## config.mk

```make
export PLATFORM = sky130hd
export DESIGN_NAME = vdiv_loader
export DESIGN_NICKNAME = d
export VERILOG_FILES = /design/src/rtl/vdiv_pkg.sv /design/src/rtl/vdiv_tick.sv /design/src/rtl/vdiv_frame.sv /design/src/rtl/vdiv_seq.sv /design/src/rtl/vdiv_loader.sv
export SDC_FILE = /design/constraint.sdc
export NUM_CORES = 1
export LEC_CHECK = 0
export BUFFER_PORTS_ARGS = -buffer_cell sky130_fd_sc_hd__buf_2
export CORE_MARGIN = 1
export CORE_UTILIZATION = 51
export DETAILED_ROUTE_END_ITERATION = 6
export HOLD_SLACK_MARGIN = 0.08
export PLACE_DENSITY = 0.76
export SLEW_MARGIN = 40
export SYNTH_ARGS = -nofsm -noshare
export SYNTH_HDL_FRONTEND = slang
export SYNTH_HIERARCHICAL = 1
export SYNTH_SLANG_ARGS = --single-unit
export TNS_END_PERCENT = 20
```

## constraint.sdc

```tcl
create_clock -name clk -period 2.4 [get_ports clk]
set_input_delay 0.48 -clock clk [delete_from_list [all_inputs] [get_ports clk]]
set_output_delay 0.48 -clock clk [all_outputs]
set_load 0.01 [all_outputs]
```

## src/rtl/vdiv_pkg.sv

```systemverilog
package vdiv_pkg;

    localparam int DIV_W = 12;
    typedef logic [DIV_W-1:0] div_t;

    localparam div_t STEP_SIZE = 12'h100;
    localparam div_t DIV_SLOW  = 12'hFFF;
    localparam div_t DIV_MID   = 12'hDE5;
    localparam div_t DIV_FAST  = 12'h325;
    localparam int   KHZ_MID   = 200000;
    localparam int   KHZ_FAST  = 300000;

    typedef enum logic [1:0] {SQ_IDLE, SQ_CALC, SQ_SEND} seq_st_e;
    typedef enum logic [2:0] {FR_IDLE, FR_DATA, FR_CLKH, FR_CLKL, FR_LDH, FR_LDL} frm_st_e;

    typedef struct packed {
        logic data;
        logic sclk;
        logic load;
    } serial_pins_t;

    function automatic div_t pick_divisor(input logic [31:0] khz);
        if (khz < 32'(KHZ_MID))       return DIV_SLOW;
        else if (khz < 32'(KHZ_FAST)) return DIV_MID;
        else                          return DIV_FAST;
    endfunction

    function automatic div_t walk_step(input div_t cur, input div_t tgt);
        int c;
        int t;
        int s;
        c = int'(cur);
        t = int'(tgt);
        s = int'(STEP_SIZE);
        if (c < t - s)      return cur + STEP_SIZE;
        else if (c > t + s) return cur - STEP_SIZE;
        else                return tgt;
    endfunction

endpackage

```

## src/rtl/vdiv_tick.sv

```systemverilog
module vdiv_tick #(
    parameter int TICKS = 4
) (
    input  logic clk,
    input  logic rst,
    input  logic en,
    output logic tick
);
    localparam int CNT_W = (TICKS > 1) ? $clog2(TICKS) : 1;
    localparam logic [CNT_W-1:0] LAST = CNT_W'(TICKS - 1);

    logic [CNT_W-1:0] cnt;

    always_ff @(posedge clk) begin
        if (rst || !en)      cnt <= '0;
        else if (cnt == LAST) cnt <= '0;
        else                  cnt <= cnt + 1'b1;
    end

    assign tick = en && (cnt == LAST);
endmodule

```

## src/rtl/vdiv_frame.sv

```systemverilog
module vdiv_frame
    import vdiv_pkg::*;
#(
    parameter int TICKS = 4
) (
    input  logic         clk,
    input  logic         rst,
    input  logic         launch,
    input  div_t         value,
    input  logic         tick,
    output logic         active,
    output logic         frame_done,
    output serial_pins_t pins
);
    localparam int BIT_W = $clog2(DIV_W);
    localparam logic [BIT_W-1:0] LAST_BIT = BIT_W'(DIV_W - 1);

    frm_st_e          st;
    div_t             shreg;
    logic [BIT_W-1:0] bit_idx;

    assign active = (st != FR_IDLE);

    always_ff @(posedge clk) begin
        if (rst) begin
            st         <= FR_IDLE;
            shreg      <= '0;
            bit_idx    <= '0;
            pins       <= '0;
            frame_done <= 1'b0;
        end else begin
            frame_done <= 1'b0;
            if (st == FR_IDLE) begin
                if (launch) begin
                    shreg     <= value;
                    bit_idx   <= '0;
                    pins.sclk <= 1'b0;
                    pins.load <= 1'b0;
                    st        <= FR_DATA;
                end
            end else if (tick) begin
                unique case (st)
                    FR_DATA: begin
                        pins.data <= shreg[DIV_W-1];
                        shreg     <= {shreg[DIV_W-2:0], 1'b0};
                        st        <= FR_CLKH;
                    end
                    FR_CLKH: begin
                        pins.sclk <= 1'b1;
                        st        <= FR_CLKL;
                    end
                    FR_CLKL: begin
                        pins.sclk <= 1'b0;
                        if (bit_idx == LAST_BIT) begin
                            st <= FR_LDH;
                        end else begin
                            bit_idx <= bit_idx + 1'b1;
                            st      <= FR_DATA;
                        end
                    end
                    FR_LDH: begin
                        pins.load <= 1'b1;
                        st        <= FR_LDL;
                    end
                    FR_LDL: begin
                        pins.load  <= 1'b0;
                        pins.data  <= 1'b0;
                        frame_done <= 1'b1;
                        st         <= FR_IDLE;
                    end
                    default: st <= FR_IDLE;
                endcase
            end
        end
    end

    // Length of the current load pulse, used only by the checks below.
    logic [15:0] ld_len;
    always_ff @(posedge clk) begin
        if (rst || !pins.load) ld_len <= '0;
        else                   ld_len <= ld_len + 1'b1;
    end


    data_stable_chk: assert property (@(posedge clk) disable iff (rst)
        pins.sclk |-> $stable(pins.data));


    load_clk_low_chk: assert property (@(posedge clk) disable iff (rst)
        pins.load |-> !pins.sclk);


    load_width_chk: assert property (@(posedge clk) disable iff (rst)
        $fell(pins.load) |-> ($past(ld_len) == 16'(TICKS - 1)));
endmodule

```

## src/rtl/vdiv_seq.sv

```systemverilog
module vdiv_seq
    import vdiv_pkg::*;
#(
    parameter int FREQ_W = 32
) (
    input  logic              clk,
    input  logic              rst,
    input  logic              start,
    input  logic [FREQ_W-1:0] freq_khz,
    input  logic              force_in,
    input  logic              frame_done,
    output logic              launch,
    output div_t              launch_val,
    output div_t              cur_div,
    output logic              busy,
    output logic              done
);
    seq_st_e st;
    div_t    tgt;
    logic    frc;
    logic    launch_forced;

    always_ff @(posedge clk) begin
        if (rst) begin
            st            <= SQ_IDLE;
            tgt           <= '0;
            frc           <= 1'b0;
            cur_div       <= '0;
            busy          <= 1'b0;
            done          <= 1'b0;
            launch        <= 1'b0;
            launch_val    <= '0;
            launch_forced <= 1'b0;
        end else begin
            done   <= 1'b0;
            launch <= 1'b0;
            unique case (st)
                SQ_IDLE: begin
                    if (start) begin
                        tgt  <= pick_divisor(32'(freq_khz));
                        frc  <= force_in;
                        busy <= 1'b1;
                        st   <= SQ_CALC;
                    end
                end
                SQ_CALC: begin
                    launch        <= 1'b1;
                    launch_val    <= frc ? tgt : walk_step(cur_div, tgt);
                    launch_forced <= frc;
                    frc           <= 1'b0;
                    st            <= SQ_SEND;
                end
                SQ_SEND: begin
                    if (frame_done) begin
                        cur_div <= launch_val;
                        if (launch_val == tgt) begin
                            done <= 1'b1;
                            busy <= 1'b0;
                            st   <= SQ_IDLE;
                        end else begin
                            st <= SQ_CALC;
                        end
                    end
                end
                default: st <= SQ_IDLE;
            endcase
        end
    end


    step_bound_chk: assert property (@(posedge clk) disable iff (rst)
        (launch && !launch_forced) |->
            ((int'(launch_val) - int'(cur_div) <= int'(STEP_SIZE)) &&
             (int'(cur_div) - int'(launch_val) <= int'(STEP_SIZE))));


    force_target_chk: assert property (@(posedge clk) disable iff (rst)
        (launch && launch_forced) |-> (launch_val == tgt));


    done_at_target_chk: assert property (@(posedge clk) disable iff (rst)
        done |-> (cur_div == tgt));


    busy_start_ignored_chk: assert property (@(posedge clk) disable iff (rst)
        (start && busy) |=> $stable(tgt));


    busy_end_chk: assert property (@(posedge clk) disable iff (rst)
        $fell(busy) |-> done);
endmodule

```

## src/rtl/vdiv_loader.sv

```systemverilog
module vdiv_loader
    import vdiv_pkg::*;
#(
    parameter int CLK_FREQ_KHZ = 4000,
    parameter int PHASE_NS     = 1000,
    parameter int FREQ_W       = 32
) (
    input  logic              clk,
    input  logic              rst,
    input  logic              start,
    input  logic [FREQ_W-1:0] freq_khz,
    input  logic              force_load,
    output logic              psu_data,
    output logic              psu_clk,
    output logic              psu_load,
    output logic              busy,
    output logic              done,
    output logic [11:0]       cur_div
);
    localparam longint RAW_TICKS = (longint'(CLK_FREQ_KHZ) * PHASE_NS) / 1000000;
    localparam int     TICKS     = (RAW_TICKS < 1) ? 1 : int'(RAW_TICKS);

    logic         launch;
    div_t         launch_val;
    logic         frame_done;
    logic         fr_active;
    logic         tick;
    serial_pins_t pins;

    vdiv_seq #(.FREQ_W(FREQ_W)) u_seq (
        .clk        (clk),
        .rst        (rst),
        .start      (start),
        .freq_khz   (freq_khz),
        .force_in   (force_load),
        .frame_done (frame_done),
        .launch     (launch),
        .launch_val (launch_val),
        .cur_div    (cur_div),
        .busy       (busy),
        .done       (done)
    );

    vdiv_tick #(.TICKS(TICKS)) u_tick (
        .clk  (clk),
        .rst  (rst),
        .en   (fr_active),
        .tick (tick)
    );

    vdiv_frame #(.TICKS(TICKS)) u_frame (
        .clk        (clk),
        .rst        (rst),
        .launch     (launch),
        .value      (launch_val),
        .tick       (tick),
        .active     (fr_active),
        .frame_done (frame_done),
        .pins       (pins)
    );

    assign psu_data = pins.data;
    assign psu_clk  = pins.sclk;
    assign psu_load = pins.load;


    reset_quiet_chk: assert property (@(posedge clk)
        $past(rst) |-> (cur_div == '0 && !busy && !psu_load && !psu_clk));
endmodule

```

* Word-level counts from Yosys, hierarchy flattened *
Cells that the tools add are included.

operators by class
  $add $sub $neg = 6
  $mul = 0
  divide/modulo/power cells = 0
  magnitude comparators = 4
  eq/ne operators = 15
  shift-type cells = 0
  multiplexer cells = 38
  bitwise logic cells = 4
  reductions and logical operators = 28

operators with widths
  cell                     number
  $mux W12                 9
  $gt A13 B32 Y1           1
  $lt A13 B32 Y1           1
  $lt A32 B18 Y1 const B   1
  $lt A32 B19 Y1 const B   1
  $mux W4                  5
  $add A12 B9 Y13 const B  1
  $sub A12 B9 Y13 const B  1
  $add A12 B9 Y12 const B  1
  $eq A12 B12 Y1           1
  $mux W3                  4
  $pmux W3 S4              1
  $reduce_and A3 Y1        4
  $reduce_bool A2 Y1       6
  $sub A12 B9 Y12 const B  1
  $mux W2                  5
  $pmux W1 S2              5
  $reduce_and A2 Y1        5
  $reduce_bool A3 Y1       3
  $mux W1                  8
  $reduce_and A4 Y1        2
  $eq A3 B2 Y1 const B     2
  $eq A3 B3 Y1 const B     2
  $ne A2 B1 Y1 const B     3
  other kinds (16)         22

word-level totals
  register bits after elaboration = 67
  latch bits = 0
  RAM bits = 0
  bits in read-only memories = 0
  input bits = 36
  output and inout port bits = 17
  word-level logic and storage cells = 111
  memories = 0

* Logic depth before layout (Yosys ltp) *
  depth in word-level cells = 5
  depth in mapped cells = 11
  mapped depth without buffers = 10

* Hierarchy *
The synthesis kept the hierarchy.

modules (own cells, without submodules)
  module      times used  cells each  area each (sq um)  seq. area each (sq um)
  vdiv_seq    1           260         2127.0             680.7
  vdiv_frame  1           120         1161.1             460.4
  vdiv_tick   1           6           86.3               40.0

* Worst setup path before layout *
No wires, ideal clock.

  kind = reg2reg
  start = register u_seq.tgt[8]
  end = register u_seq.launch_val[0]
  library setup time = 0.091 ns
  arrival = 2.389 ns
  data required time = 2.309 ns
  slack = -0.080 ns
  stages on the path, launching flop included = 11
  buffers on the path = 1
  clock period less this slack = 2.480 ns
  cells stage by stage = dfxtp_1 > inv_1 > ha_1 > ha_1 > ha_1 > and4b_1 > a21o_1 > nor2_2 > buf_2 > o211ai_1 > a311oi_1

on the way
  word-level cells in the longest chain between the ends = 5
  elaborated cells on any way between the ends = 7
  those cells by class = add/sub (2); order compare (2); mux (3)

RTL lines
  what                    RTL line        text
  start, declared         vdiv_seq.sv:19  div_t tgt;
  start signal, assigned  vdiv_seq.sv:40  tgt <= pick_divisor(32'(freq_khz));
  $add A12 B9 Y13         vdiv_pkg.sv:36  else if (c > t + s) return cur - STEP_SIZE;
  $gt A13 B32 Y1          vdiv_pkg.sv:36
  $mux W12                vdiv_pkg.sv:36
  $mux W12 (*)            vdiv_pkg.sv:35  if (c < t - s) return cur + STEP_SIZE;
  $mux W12 (*)            vdiv_seq.sv:48  launch_val <= frc ? tgt : walk_step(cur_div, tgt);
  end signal, assigned    vdiv_seq.sv:48
  end, declared           vdiv_seq.sv:13  output div_t launch_val,

Mark *: on every way between the ends. The rest lies on a longest branch, timed or not.
A chain may end at the register's enable or synchronous reset.

* Worst setup path after layout *
  start = register u_seq.tgt[8]
  end = register u_seq.launch_val[9]

Same word-level chain as after synthesis.

==> summary.txt <==
Status = complete, but fails checks
Failing checks = setup timing
Die W = 83.3 µm
Unrepaired setup endpoints after global routing = yes
Register area = 1180 µm²
CP bufs+invs = 1
R2R Setup Slk = -0.007 ns
WP data arrival = 2.62 ns
Post-route minimum period = 2.41 ns
Cell taking the most area after synthesis = dfxtp_1
Wirelength per Cell = 15.9 µm
Fmax = 416 MHz
GR peak layer = met2
Share of cells above drive strength 1 = 26.6%
Net Count, Synth = 445
Largest delay share family, worst path = simple AND/OR/NAND/NOR gates
Syn. warnings = 6
Worst hold start = force_load
Syn Area/Cell = 8.74 µm²
Gr usage total = 24.8%
Finish-stage setup viols = 2
CP max FO = 5
R2r startpoint = u_seq/tgt[8]
Largest net degree at the start of global routing = 28
TritonCTS clock tree = built
Asr flop ratio synth = 0%
Initial Util = 52.8%
Post-synth top area share = 35.0%
Core Rows = 29
Logic pwr share = 17.5%
IO Pins = 53
Sequential share of power = 44.9%
Final Hold Fails = 0
H-Tree Level Count = 3
Post-synth top cells = dfxtp_1, a21oi_1, nand2_1
Post-synth top flop = dfxtp_1
Mapped Cells = 386
WHS Endpoint = u_seq/frc
Leak = 1.57 nW
Seq/Total Area, Yosys = 35.0%
Met2 global-route usage = 41.4%
Core ar. = 6390 µm²
Crit path launch type = register
Design Power = 2.41 mW
Net Switching = 0.664 mW
Clock tree buffer depth = 2
Cell mode on critical path = ha_4
DR iter-0 viols = 226
Avg Vias per Cell = 6.11
Clock Skews = 0.00667 ns
Port-buffer cells = 47
Worst Setup End Kind = register
P per Cell Area = 591 nW/µm²
Power share of the clock group = 37.6%
Worst path cell trace = ha_4, ha_4, inv_2, ha_4, nand4b_1, nor2_1, o21ai_1, a21oi_2, nor4bb_2, o32ai_1
Fin Setup TNS = -0.0110 ns
Fillcell total = 544
Met3 Use GR = 2.68%
Final WL = 8350 µm
CP required = 2.61 ns
DRC violations left = 0
Critical path origin = u_seq/tgt[8]
Total grt overflow = 0
Cell count of the worst reg-to-reg path = 10
Mapped Area = 3370 µm²
Max-cap violations = 0
ANT nets after route = 0
CTS clk-pin slew, worst paths = 0.06 ns
Root Buffer = clkbuf_8
Die Y = 83.3 µm
Post-synth EDFFs = 0
Placer congestion estimate = 0.951
Sink Count = 59
ANT cells = 0
Area growth syn-to-layout = 20.7%
Initial antenna violation count = 0
DP Worst Slack = -0.0652 ns
Dominant cells by area after synthesis = dfxtp_1, ha_1, a21oi_1, mux2i_1, nand2_1
DP Wirelength = 5760 µm
Maximum vdd drop = 330 µV
Number of global-route vias before repair = 2949
Synth Register Bits = 59
Vias = 3204
Normalized max-slew margin = 56.3%
Final net count = 502
PnR worst setup slack = -0.00670 ns
Worst slew pin tran = 0.653 ns
Final period util = 100%
HP Class = in -> reg
WS Path Type = reg -> reg
Slowest stage delay, CP = 0.39 ns
Min-Delay Path Depth = 3
Final Max Slew Viols = 0
CTS Hold Bufs = 0
R2R Path End = u_seq/launch_val[9]
Most numerous cell in the Yosys netlist = dfxtp_1
GRT met1 Usage = 32.4%
Global-route wire length before repair = 14000 µm
Drt pass-1 iters = 5
Clock latency on the worst-skew pair = 0.34 ns
Die ar. = 6950 µm²
Multi-input gate area = 2160 µm²
Netlist cell types = 58
Switching share of power = 27.6%
Int Power = 1.74 mW
Inserted Clock Buffers = 9
CP max-delay cell = nor4bb_2
-- state kept, by name, indices dropped and copies added, names as in the netlist, 2 cells and up --
| name | count |
|---|---|
| u_frame/shreg | 12 |
| u_seq/cur_div | 12 |
| u_seq/launch_val | 12 |
| u_frame/bit_idx | 4 |
| u_seq/tgt | 4 |
| u_frame/pins | 3 |
| u_frame/st | 3 |
| u_seq/st | 2 |
| u_tick/cnt | 2 |
-- through the flow --
stage | hold slack, ns | instance area [µm²] | std cells | util (%)
floorplan | 0.420 | 3380 | 386 | -
global placement | 0.436 | 3750 | 507 | 58.7
detailed placement | 0.448 | 3750 | 507 | 58.7
CTS | 0.375 | 3990 | 522 | 62.4
global route | 0.385 | 4070 | 524 | 63.8
finish | 0.380 | 4070 | 524 | 63.8
-- layout by cell type, fill, tap and decap left out, types with 5 or more instances in the layout --
master / count
a21oi_1: 39
mux2i_1: 15
dfxtp_1: 57
nand3_1: 14
nor4_1: 6
buf_2: 47
nand3b_1: 5
nor2_1: 27
buf_4: 20
clkbuf_8: 11
a211oi_1: 14
ha_1: 19
nand2_1: 33
inv_1: 9
o211ai_1: 11
a311oi_1: 9
nand2b_1: 8
nand4_1: 6
-- cell type report --
| type | count | area share (%) |
|---|---|---|
| Tap cell | 77 | 2.36 |
| Multi-Input combinational cell | 293 | 53.0 |
| Timing Repair Buffer | 68 | 9.74 |
| Sequential cell | 59 | 29.1 |
| Inverter | 12 | 1.11 |
| Clock inverter | 2 | 0.860 |
| Clock buffer | 13 | 3.90 |
-- power groups by stage --
| stage | logic (mW) | clock network (mW) | registers [mW] |
|---|---|---|---|
| final | 0.421 | 0.905 | 1.08 |
| after detailed placement | 0.387 | 0 | 1.10 |
| after global placement | 0.376 | 0 | 1.09 |
| after floorplan | 0.277 | 0 | 1.08 |
| after global routing | 0.467 | 0.951 | 1.09 |
| after CTS | 0.400 | 0.916 | 1.08 |
-- worst reg2reg max path, stage by stage, from the launching register on --
cell and delay [ns]:
dfxtp_2 0.35, ha_4 0.17, ha_4 0.25, inv_2 0.03, ha_4 0.25, nand4b_1 0.19
nor2_1 0.16, o21ai_1 0.10, a21oi_2 0.26, nor4bb_2 0.39, o32ai_1 0.14
-- kinds of logic (layout without fill, tap and decap cells) --
| group | count (synthesis) | in the layout | share of synthesized area [%] |
|---|---|---|---|
| buffers and inverters | 34 | 95 | 4.34 |
| AND/OR/NAND/NOR | 139 | 139 | 22.8 |
| multiplexers | 19 | 19 | 5.78 |
| XOR/XNOR | 6 | 6 | 1.56 |
| AO/OA/AOI/OAI | 106 | 106 | 22.0 |
| flip-flops | 59 | 59 | 35.0 |
| adder cells (fa/ha/maj) | 23 | 23 | 8.53 |
-- timing repair --
item / in CTS / in global routing
cloned: 0 / 1
setup endpoints to repair: 10 / 12
resized for setup: 9 / 14
hold endpoints to repair: 0 / 0
setup buffers: 0 / 1
pin swaps: 6 / 15
-- worst max path at each step --
stage,end,slack (ns),cells after the start
2_1_floorplan,u_seq/launch_val[0],0.01,10
3_3_place_gp,u_seq/launch_val[3],-0.01,11
3_5_place_dp,u_seq/launch_val[5],-0.07,11
4_1_cts,u_seq/launch_val[5],0.002,10
5_1_grt,u_seq/launch_val[4],-0.14,11
6_report,u_seq/launch_val[9],-0.007,10
-- metal layers --
metal  share of wire (%)  routed length [µm]
met3                 5.2                 436
met4                 1.8                 152
met5                   0                   0
met2                  49                4130
met1                  44                3640
Power figures use the tool's default switching activity.
